File: src/rtl/irq_ctl.sv
module irq_ctl #(
  parameter int              AW       = 32,
  parameter int              RIDX_W   = 5,
  parameter int              LINK_REG = 31,
  parameter logic [AW-1:0]   VEC_ADDR = 32'h0000_0040
) (
  input  logic              clk,
  input  logic              rst,
  input  logic              irq_req,
  input  logic              op_enable,
  input  logic              op_disable,
  input  logic              op_return,
  input  logic              slot_busy,
  input  logic [AW-1:0]     cur_pc,
  input  logic [AW-1:0]     link_val,
  output logic              irq_ack,
  output logic              pc_load,
  output logic [AW-1:0]     pc_target,
  output logic              rf_we,
  output logic [RIDX_W-1:0] rf_waddr,
  output logic [AW-1:0]     rf_wdata
);
  localparam logic [RIDX_W-1:0] LINK_IDX = RIDX_W'(LINK_REG);

  logic ie;
  logic take;

  assign take = ie & irq_req & ~slot_busy;

  always_ff @(posedge clk or posedge rst) begin
    if (rst)                         ie <= 1'b0;
    else if (take)                   ie <= 1'b0;
    else if (op_return | op_enable)  ie <= 1'b1;
    else if (op_disable)             ie <= 1'b0;
  end

  assign irq_ack   = take;
  assign pc_load   = take | op_return;
  assign pc_target = take ? VEC_ADDR : link_val;
  assign rf_we     = take;
  assign rf_waddr  = LINK_IDX;
  assign rf_wdata  = cur_pc;
endmodule

File: config.mk
export PLATFORM = sky130hd
export DESIGN_NAME = irq_ctl
export DESIGN_NICKNAME = d
export VERILOG_FILES = /design/src/rtl/irq_ctl.sv
export SDC_FILE = /design/constraint.sdc
export NUM_CORES = 1
export LEC_CHECK = 0
export ABC_AREA = 1
export CORE_MARGIN = 2
export CORE_UTILIZATION = 20
export DETAILED_ROUTE_END_ITERATION = 8
export PLACE_DENSITY = 0.95
export SETUP_SLACK_MARGIN = 0.02
export SLEW_MARGIN = 5
export SYNTH_ARGS = -nofsm -noshare
export SYNTH_HDL_FRONTEND = slang
export SYNTH_SLANG_ARGS = --single-unit
File: constraint.sdc
create_clock -name clk -period 2.3 [get_ports clk]
set_input_delay 0.23 -clock clk [delete_from_list [all_inputs] [get_ports clk]]
set_output_delay 0.23 -clock clk [all_outputs]
set_load 0.005 [all_outputs]
==> summary.md, run 1 <==
| Metric | Value |
|---|---|
| Run status | finished, final reports clean |
| Final GP Congestion | 0.6293 |
| Final wirelength | 1770 microns |
| CP arrival | 1.75 ns |
| Mapped Avg Cell Area | 5.657 sq um |
| Place WS | 0.3018 ns |
| Synth Area in XOR/XNOR | 0 |
| DRC Markers | 0 |
| Max_cap viols | 0 |
| Post-synth cell types | 11 |
| Seq cells post-synth | 1 |
| Initial DRC count | 5 |
| TNS Setup | 0 ns |
| Latest clock arrival within the worst-skew pair | 0 ns |
| Worst-path clk slew | 0 ns |
| Non-Filler Instances | 201 |
| Simple logic cell fraction of the synthesized area | 0.2546 |
| Grt met1 use | 0.06296 |
| Maximum fanout along the worst path | 33 |
| DR pass1 iterations | 2 |
| Number of cell rows | 21 |
| Hold WS | 0.3721 ns |
| Post-synthesis compound-gate area fraction | 0 |
| GRT busiest layer | met2 |
| Commonest non-fill, non-tap cell in the layout | clkdlybuf4s50_1 |
| GRT Overall Usage | 0.07910 |
| Layout cells sized above 1 | 0.07097 |
| Port bufs | 73 |
| Critical path capture point type | primary output |
| Die ar. | 3846 sq um |
| Biggest regs | ie: 1 flops |
| HPWL Detailed | 1582 microns |
| Setup CP Type | in2out |
| CP Launch Type | primary input |
| Critical path data required time | 2.07 ns |
| Final Setup Violations | 0 |
| Ant diodes | 0 |
| Hold-fix buffers at CTS | 0 |
| Vias in the first global route | 609 |
| Static Leak | 0.5880 nW |
| Part of the Yosys area used for sequential elements | 0.03717 |
| WP buf/inv | 3 |
| Die Ht | 62.02 microns |
| Initial antenna violation count | 0 |
| Post-CTS setup buffer count | 0 |
| Grt total ovfl | 0 |
| Yosys warns | 0 |
| Top reg by flops | ie |
| Largest family of logic cells by synthesized area | buffers and inverters |
| Post-synthesis cell count | 119 |
| Core Area | 3284 sq um |
| Area grow syn2layout | 70.63% |
| Final period util | 0.8609 |
| Post-Syn Area | 673.1 sq um |
| Adder-cell share of the synthesized area | 0 |
| Initial core utilization | 0.2050 |
| Post-CTS sizing | 0 |
| Area after DPL | 1149 sq um |
| First-pass GRT wire length | 2373 microns |
| Fin. max-slew vios | 0 |
| # placed instances | 201 |
| Max Clock Skew | 0 ns |
| IO Pins | 143 |
| Tmin final | 1.980 ns |
| Largest net degree at the start of global routing | 34 |
| Yosys top cell by area | buf_4 |
| Final nets | 228 |
| Final hold viol count | 0 |
| Vias | 683 |
| DIE WIDTH | 62.02 microns |
| Share of the synthesized area in the top cell type | 0.4238 |
| Area contributors post-synth | buf_4, inv_1, nor2_1, nor2_2, dfrtp_1 |
| HP Class | in2async |
| Met3 usage in global routing | 0.03106 |
| Worst-path cell chain | clkdlybuf4s50_1, nand3_2, inv_4, clkdlybuf4s50_1 |
| Unrepaired setup endpoints after global routing | false |
| Leading cell types in the layout, fill and taps excluded | clkdlybuf4s50_1, inv_1, nor2_1, nor2_2 |
| Cell mode on critical path | clkdlybuf4s50_1 |
| VDD IR max | 112.2 uV |
| Antenna Nets Post-Route | 0 |
| Mux cell area share after synthesis | 0 |
| Worst path top cell family by delay | buffers and inverters |
| Max Fclk | 505.0 MHz |
| PwrDens | 200.5 nW/um^2 |
| DR WL/cell | 8.806 microns |
| Slowest CP cell | clkdlybuf4s50_1 |
| DR vias/cell | 3.398 |
| Final Cell Area | 1149 sq um |
| Max FFs per register | 1 |
| Worst path max stage delay | 0.59 ns |
| Met2 Usage GRT | 0.1667 |
| Min setup slack post-route | 0.3198 ns |
==> layout make-up <==
class / count / area (sq um)
inverters: 38 / 145.1
repair buffers: 73 / 730.7
well taps: 46 / 57.56
fillers: 349 / 2136
multi-input cells: 43 / 190.2
flip-flops and latches: 1 / 25.02
==> worst paths after layout <==
kind | from | to | cells past startpoint | slack, ns
worst min-delay path | rst | ie$_DFFE_PP0P_ | 2 | 0.37
max in group asynchronous | rst | ie$_DFFE_PP0P_ | 2 | 1.84
worst max register to register | ie$_DFFE_PP0P_ | ie$_DFFE_PP0P_ | 3 | 1.59
worst max-delay path | irq_req | irq_ack | 4 | 0.32
worst min register to register | ie$_DFFE_PP0P_ | ie$_DFFE_PP0P_ | 4 | 0.56
min in group clk | cur_pc[19] | rf_wdata[19] | 0 | 0.46
==> report_power, final <==
group          internal (mW)  leakage (nW)  switching (mW)  total [mW]
Clock                      0             0               0           0
Sequential            0.0196        0.0106         0.00101      0.0206
Combinational          0.144         0.577          0.0655       0.210
==> logic make-up after synthesis <==
kind of cell	count (synthesis)
buffers and inverters	79
AND/OR/NAND/NOR	38
flip-flops	1
other	1
==> routing by layer <==
| layer | routed length, microns | vias up |
|---|---|---|
| li1 | - | 345 |
| met1 | 545 | 277 |
| met2 | 925 | 55 |
| met3 | 256 | 6 |
| met4 | 42 | 0 |
| met5 | 0 | - |
==> cell usage after synthesis (all sizes together) <==
| cell type | instances |
|---|---|
| dfrtp | 1 |
| inv | 38 |
| nand3 | 1 |
| conb | 1 |
| nor2 | 32 |
| nand2 | 5 |
| buf | 41 |
==> worst register-to-register path, stage by stage (launching register included) <==
cell and delay (ns):
dfrtp_1 0.33, nand3_2 0.13, nand2_1 0.09, inv_1 0.03
==> stage by stage <==
step | util | total power, mW
after floorplan | - | 0.1388
after global placement | 0.3497 | 0.2279
after detailed placement | 0.3497 | 0.2327
after CTS | 0.3497 | 0.2331
after global routing | 0.3497 | 0.2527
final | 0.3497 | 0.2303
(Power assumes the default switching activity.)
==> run 2, diff against run 1 <==
--- a/config.mk
+++ b/config.mk
@@ -6,10 +6,11 @@
 export NUM_CORES = 1
 export LEC_CHECK = 0
 export ABC_AREA = 1
-export CORE_MARGIN = 2
+export CORE_MARGIN = 8
 export CORE_UTILIZATION = 20
 export DETAILED_ROUTE_END_ITERATION = 8
 export PLACE_DENSITY = 0.95
+export RECOVER_POWER = 100
 export SETUP_SLACK_MARGIN = 0.02
 export SLEW_MARGIN = 5
 export SYNTH_ARGS = -nofsm -noshare
==> summary.md, run 2 (synthesis gave the netlist of run 1 again) <==
| Metric | Value |
|---|---|
| DR pass1 iterations | 3 |
| Final period util | 0.9011 |
| Core Util, Final | 0.3482 |
| Port bufs | 73 |
| Area grow syn2layout | 69.89% |
| CP arrival | 1.84 ns |
| IO Pins | 143 |
| Ant diodes | 0 |
| Post-CTS sizing | 0 |
| First-pass GRT wire length | 2946 microns |
| Latest clock arrival within the worst-skew pair | 0 ns |
| Setup CP Type | in2out |
| Maximum fanout along the worst path | 33 |
| Run status | finished, final reports clean |
| Final hold viol count | 0 |
| Antenna Nets Post-Route | 0 |
| CP Launch Type | primary input |
| Max FFs per register | 1 |
| Unrepaired setup endpoints after global routing | false |
| Vias | 681 |
| Max Clock Skew | 0 ns |
| Max_cap viols | 0 |
| VDD IR max | 100.4 uV |
| Final GP Congestion | 0.6925 |
| DR WL/cell | 10.77 microns |
| HP Class | in2out |
| DRC Markers | 0 |
| Post-CTS setup buffer count | 0 |
| Static Leak | 0.5953 nW |
| Final wirelength | 2165 microns |
| Number of cell rows | 21 |
| Final Setup Violations | 0 |
| Hold-fix buffers at CTS | 0 |
| Tmin final | 2.073 ns |
| Leading cell types in the layout, fill and taps excluded | clkdlybuf4s50_1, inv_1, nor2_1, dlygate4sd3_1, nor2_2 |
| Initial DRC count | 9 |
| TNS Setup | 0 ns |
| Critical path capture point type | primary output |
| DIE WIDTH | 74.02 microns |
| PwrDens | 197.8 nW/um^2 |
| HPWL Detailed | 1948 microns |
| Largest net degree at the start of global routing | 34 |
| Vias in the first global route | 650 |
| Critical path data required time | 2.07 ns |
| Grt total ovfl | 0 |
| Top reg by flops | ie |
| Die Ht | 74.02 microns |
| Initial antenna violation count | 0 |
| Fillers | 345 |
| Commonest non-fill, non-tap cell in the layout | clkdlybuf4s50_1 |
| Core Area | 3284 sq um |
| Layout cells sized above 1 | 0.06452 |
| Die ar. | 5478 sq um |
| GRT Overall Usage | 0.06421 |
| Initial core utilization | 0.2050 |
| Biggest regs | ie: 1 flops |
| Final nets | 228 |
| Max Fclk | 482.5 MHz |
| DR vias/cell | 3.388 |
| Fin. max-slew vios | 0 |
==> run 2: cell types whose count changed in the layout (fill, tap and decap cells not counted) <==
| cell | before | now |
|---|---|---|
| clkdlybuf4s50_1 | 73 | 63 |
| nand3_1 | 0 | 1 |
| dlygate4sd3_1 | 0 | 10 |
| nand3_2 | 1 | 0 |
==> run 2: per-layer routing <==
metal / vias to the layer above / track usage / wire [microns]
met2: 50 / 0.1328 / 1121
met1: 282 / 0.05401 / 637
li1: 345 / - / -
met3: 4 / 0.03100 / 383
met5: - / 0 / 0
met4: 0 / 0.006652 / 21
==> run 2: area by class of cell <==
cell class                 instances  area (sq um)  area share
sequential                         1         25.02     0.02188
multi-input combinational         43         185.2      0.1619
inverter                          38         145.1      0.1269
timing repair buffer              73         730.7      0.6389
tap                               46         57.56     0.05033
==> run 2: final timing paths <==
path | start | end | slack [ns] | cells after the start
worst max register to register | ie$_DFFE_PP0P_ | ie$_DFFE_PP0P_ | 1.51 | 3
worst max-delay path | irq_req | irq_ack | 0.23 | 4
max in group asynchronous | rst | ie$_DFFE_PP0P_ | 1.70 | 2
worst min-delay path | cur_pc[10] | rf_wdata[10] | 0.46 | 0
min in group asynchronous | rst | ie$_DFFE_PP0P_ | 0.51 | 2
worst min register to register | ie$_DFFE_PP0P_ | ie$_DFFE_PP0P_ | 0.55 | 4
==> run 2: critical path: stages <==
cell and delay [ns]:
clkdlybuf4s50_1 0.46, nand3_1 0.18, inv_4 0.33, dlygate4sd3_1 0.64
==> run 2: per-stage QoR <==
stage          instance area, sq um  instances  hold WS, ns  worst slack, ns  power, mW
6_report                       1144        201       0.4600           0.2275     0.2262
5_1_grt                        1144        201       0.4600           0.1348     0.2456
4_1_cts                        1149        201       0.3837           0.3078     0.2365
3_5_place_dp                   1149        201       0.3837           0.3094     0.2358
3_3_place_gp                   1149        201       0.3712           0.3397     0.2313
2_1_floorplan                 688.2        123     -0.04129            1.268     0.1388
==> run 2: power by group <==
part,internal (mW),switching [mW]
sequential,0.0196,0.000962
clock,0,0
combinational,0.139,0.0662
total,0.159,0.0672
==> run 3, diff against run 2 <==
--- a/config.mk
+++ b/config.mk
@@ -6,7 +6,7 @@
 export NUM_CORES = 1
 export LEC_CHECK = 0
 export ABC_AREA = 1
-export CORE_MARGIN = 8
+export CORE_MARGIN = 2
 export CORE_UTILIZATION = 20
 export DETAILED_ROUTE_END_ITERATION = 8
 export PLACE_DENSITY = 0.95
==> summary.md, run 3 (synthesis gave the netlist of run 1 again) <==
| Metric | Value |
|---|---|
| Run status | finished, final reports clean |
| Setup CP Type | in2out |
| Final Cell Area | 1144 sq um |
| PwrDens | 196.3 nW/um^2 |
| Initial DRC count | 5 |
| Max_cap viols | 0 |
| Final nets | 228 |
| Final wirelength | 1771 microns |
| DR WL/cell | 8.811 microns |
| Leading cell types in the layout, fill and taps excluded | clkdlybuf4s50_1, inv_1, nor2_1, dlygate4sd3_1, nor2_2 |
| Die ar. | 3846 sq um |
| Slowest CP cell | dlygate4sd3_1 |
| Initial core utilization | 0.2050 |
| DR vias/cell | 3.398 |
| Fin. max-slew vios | 0 |
| Area after DPL | 1149 sq um |
| Grt total ovfl | 0 |
| DR pass1 iterations | 2 |
| Unrepaired setup endpoints after global routing | false |
| HP Class | in2out |
| Cell internal pwr | 0.1590 mW |
| Vias | 683 |
| First-pass GRT wire length | 2373 microns |
| Reg2Reg Setup Slack | 1.53 ns |
| CP Launch Type | primary input |
| Commonest non-fill, non-tap cell in the layout | clkdlybuf4s50_1 |
| Final GP Congestion | 0.6293 |
| Ant diodes | 0 |
| Tmin final | 2.100 ns |
| Post-CTS setup buffer count | 0 |
| Final period util | 0.9132 |
| Die Ht | 62.02 microns |
| Hold-fix buffers at CTS | 0 |
| Max FFs per register | 1 |
| Sequential power share | 0.090 |
| Vias in the first global route | 609 |
| WP buf/inv | 3 |
| VDD IR max | 104.9 uV |
| Layout cells sized above 1 | 0.06452 |
| Latest clock arrival within the worst-skew pair | 0 ns |
| Area grow syn2layout | 69.89% |
| Worst path top cell family by delay | buffers and inverters |
| Number of cell rows | 21 |
| Final hold viol count | 0 |
| Switching share of total power | 0.2919 |
| Max Fclk | 476.1 MHz |
| HPWL Detailed | 1582 microns |
| Maximum fanout along the worst path | 33 |
| DIE WIDTH | 62.02 microns |
| Final Setup Violations | 0 |
| Post-CTS sizing | 0 |
| Antenna Nets Post-Route | 0 |
| Logic pwr share | 0.910 |
| Core Area | 3284 sq um |
| Largest net degree at the start of global routing | 34 |
| P_sw | 0.06552 mW |
| Initial antenna violation count | 0 |
| GRT Overall Usage | 0.07910 |
| Critical path capture point type | primary output |
| Max Clock Skew | 0 ns |
| Biggest regs | ie: 1 flops |
| Static Leak | 0.5953 nW |
| IO Pins | 143 |
| Critical path data required time | 2.07 ns |
| TNS Setup | 0 ns |
| DRC Markers | 0 |
| Top reg by flops | ie |
| CP arrival | 1.87 ns |
| Port bufs | 73 |
| Worst path max stage delay | 0.64 ns |
| Worst-path cell chain | clkdlybuf4s50_1, nand3_1, inv_4, dlygate4sd3_1 |
| Power share of the clock group | 0 |
run 3: cell counts in the layout (fill, tap and decap cells not counted):
No cell type changed its count.
run 3: worst paths after layout:
check | end | depth (start not counted) | startpoint
worst max-delay path | irq_ack | 4 | irq_req
worst min-delay path | rf_wdata[19] | 0 | cur_pc[19]
worst max register to register | ie$_DFFE_PP0P_ | 3 | ie$_DFFE_PP0P_
worst min register to register | ie$_DFFE_PP0P_ | 4 | ie$_DFFE_PP0P_
max in group asynchronous | ie$_DFFE_PP0P_ | 2 | rst
min in group asynchronous | ie$_DFFE_PP0P_ | 2 | rst
run 3: cell type report:
cell class	instances	area [sq um]
sequential	1	25.02
multi-input combinational	43	185.2
fill	350	2141
inverter	38	145.1
timing repair buffer	73	730.7
tap	46	57.56
run 3: power by group through the flow:
stage | clock network, mW | registers, mW | logic, mW
final | 0 | 0.0203 | 0.204
after global routing | 0 | 0.0205 | 0.226
after floorplan | 0 | 0.0205 | 0.118
after global placement | 0 | 0.0206 | 0.207
after detailed placement | 0 | 0.0206 | 0.212
after CTS | 0 | 0.0206 | 0.213
run 3: metrics by stage:
step           hold WS [ns]    util  total power, mW  worst slack (ns)  instances
6_report             0.4600  0.3482           0.2245            0.1997        201
5_1_grt              0.4600  0.3482           0.2468            0.1206        201
4_1_cts              0.3772  0.3497           0.2331            0.2971        201
3_5_place_dp         0.3772  0.3497           0.2327            0.3018        201
3_3_place_gp         0.3758  0.3497           0.2279            0.3271        201
2_1_floorplan      -0.04129       -           0.1388             1.268        123
run 3: per-layer routing:
| layer | share of wire | routed length [microns] | global-route usage | vias up |
|---|---|---|---|---|
| met5 | 0 | 0 | 0 | - |
| met2 | 0.52 | 925 | 0.1667 | 55 |
| met3 | 0.14 | 256 | 0.03106 | 6 |
| met1 | 0.31 | 547 | 0.06296 | 277 |
| met4 | 0.024 | 42 | 0.02736 | 0 |
| li1 | - | - | - | 345 |
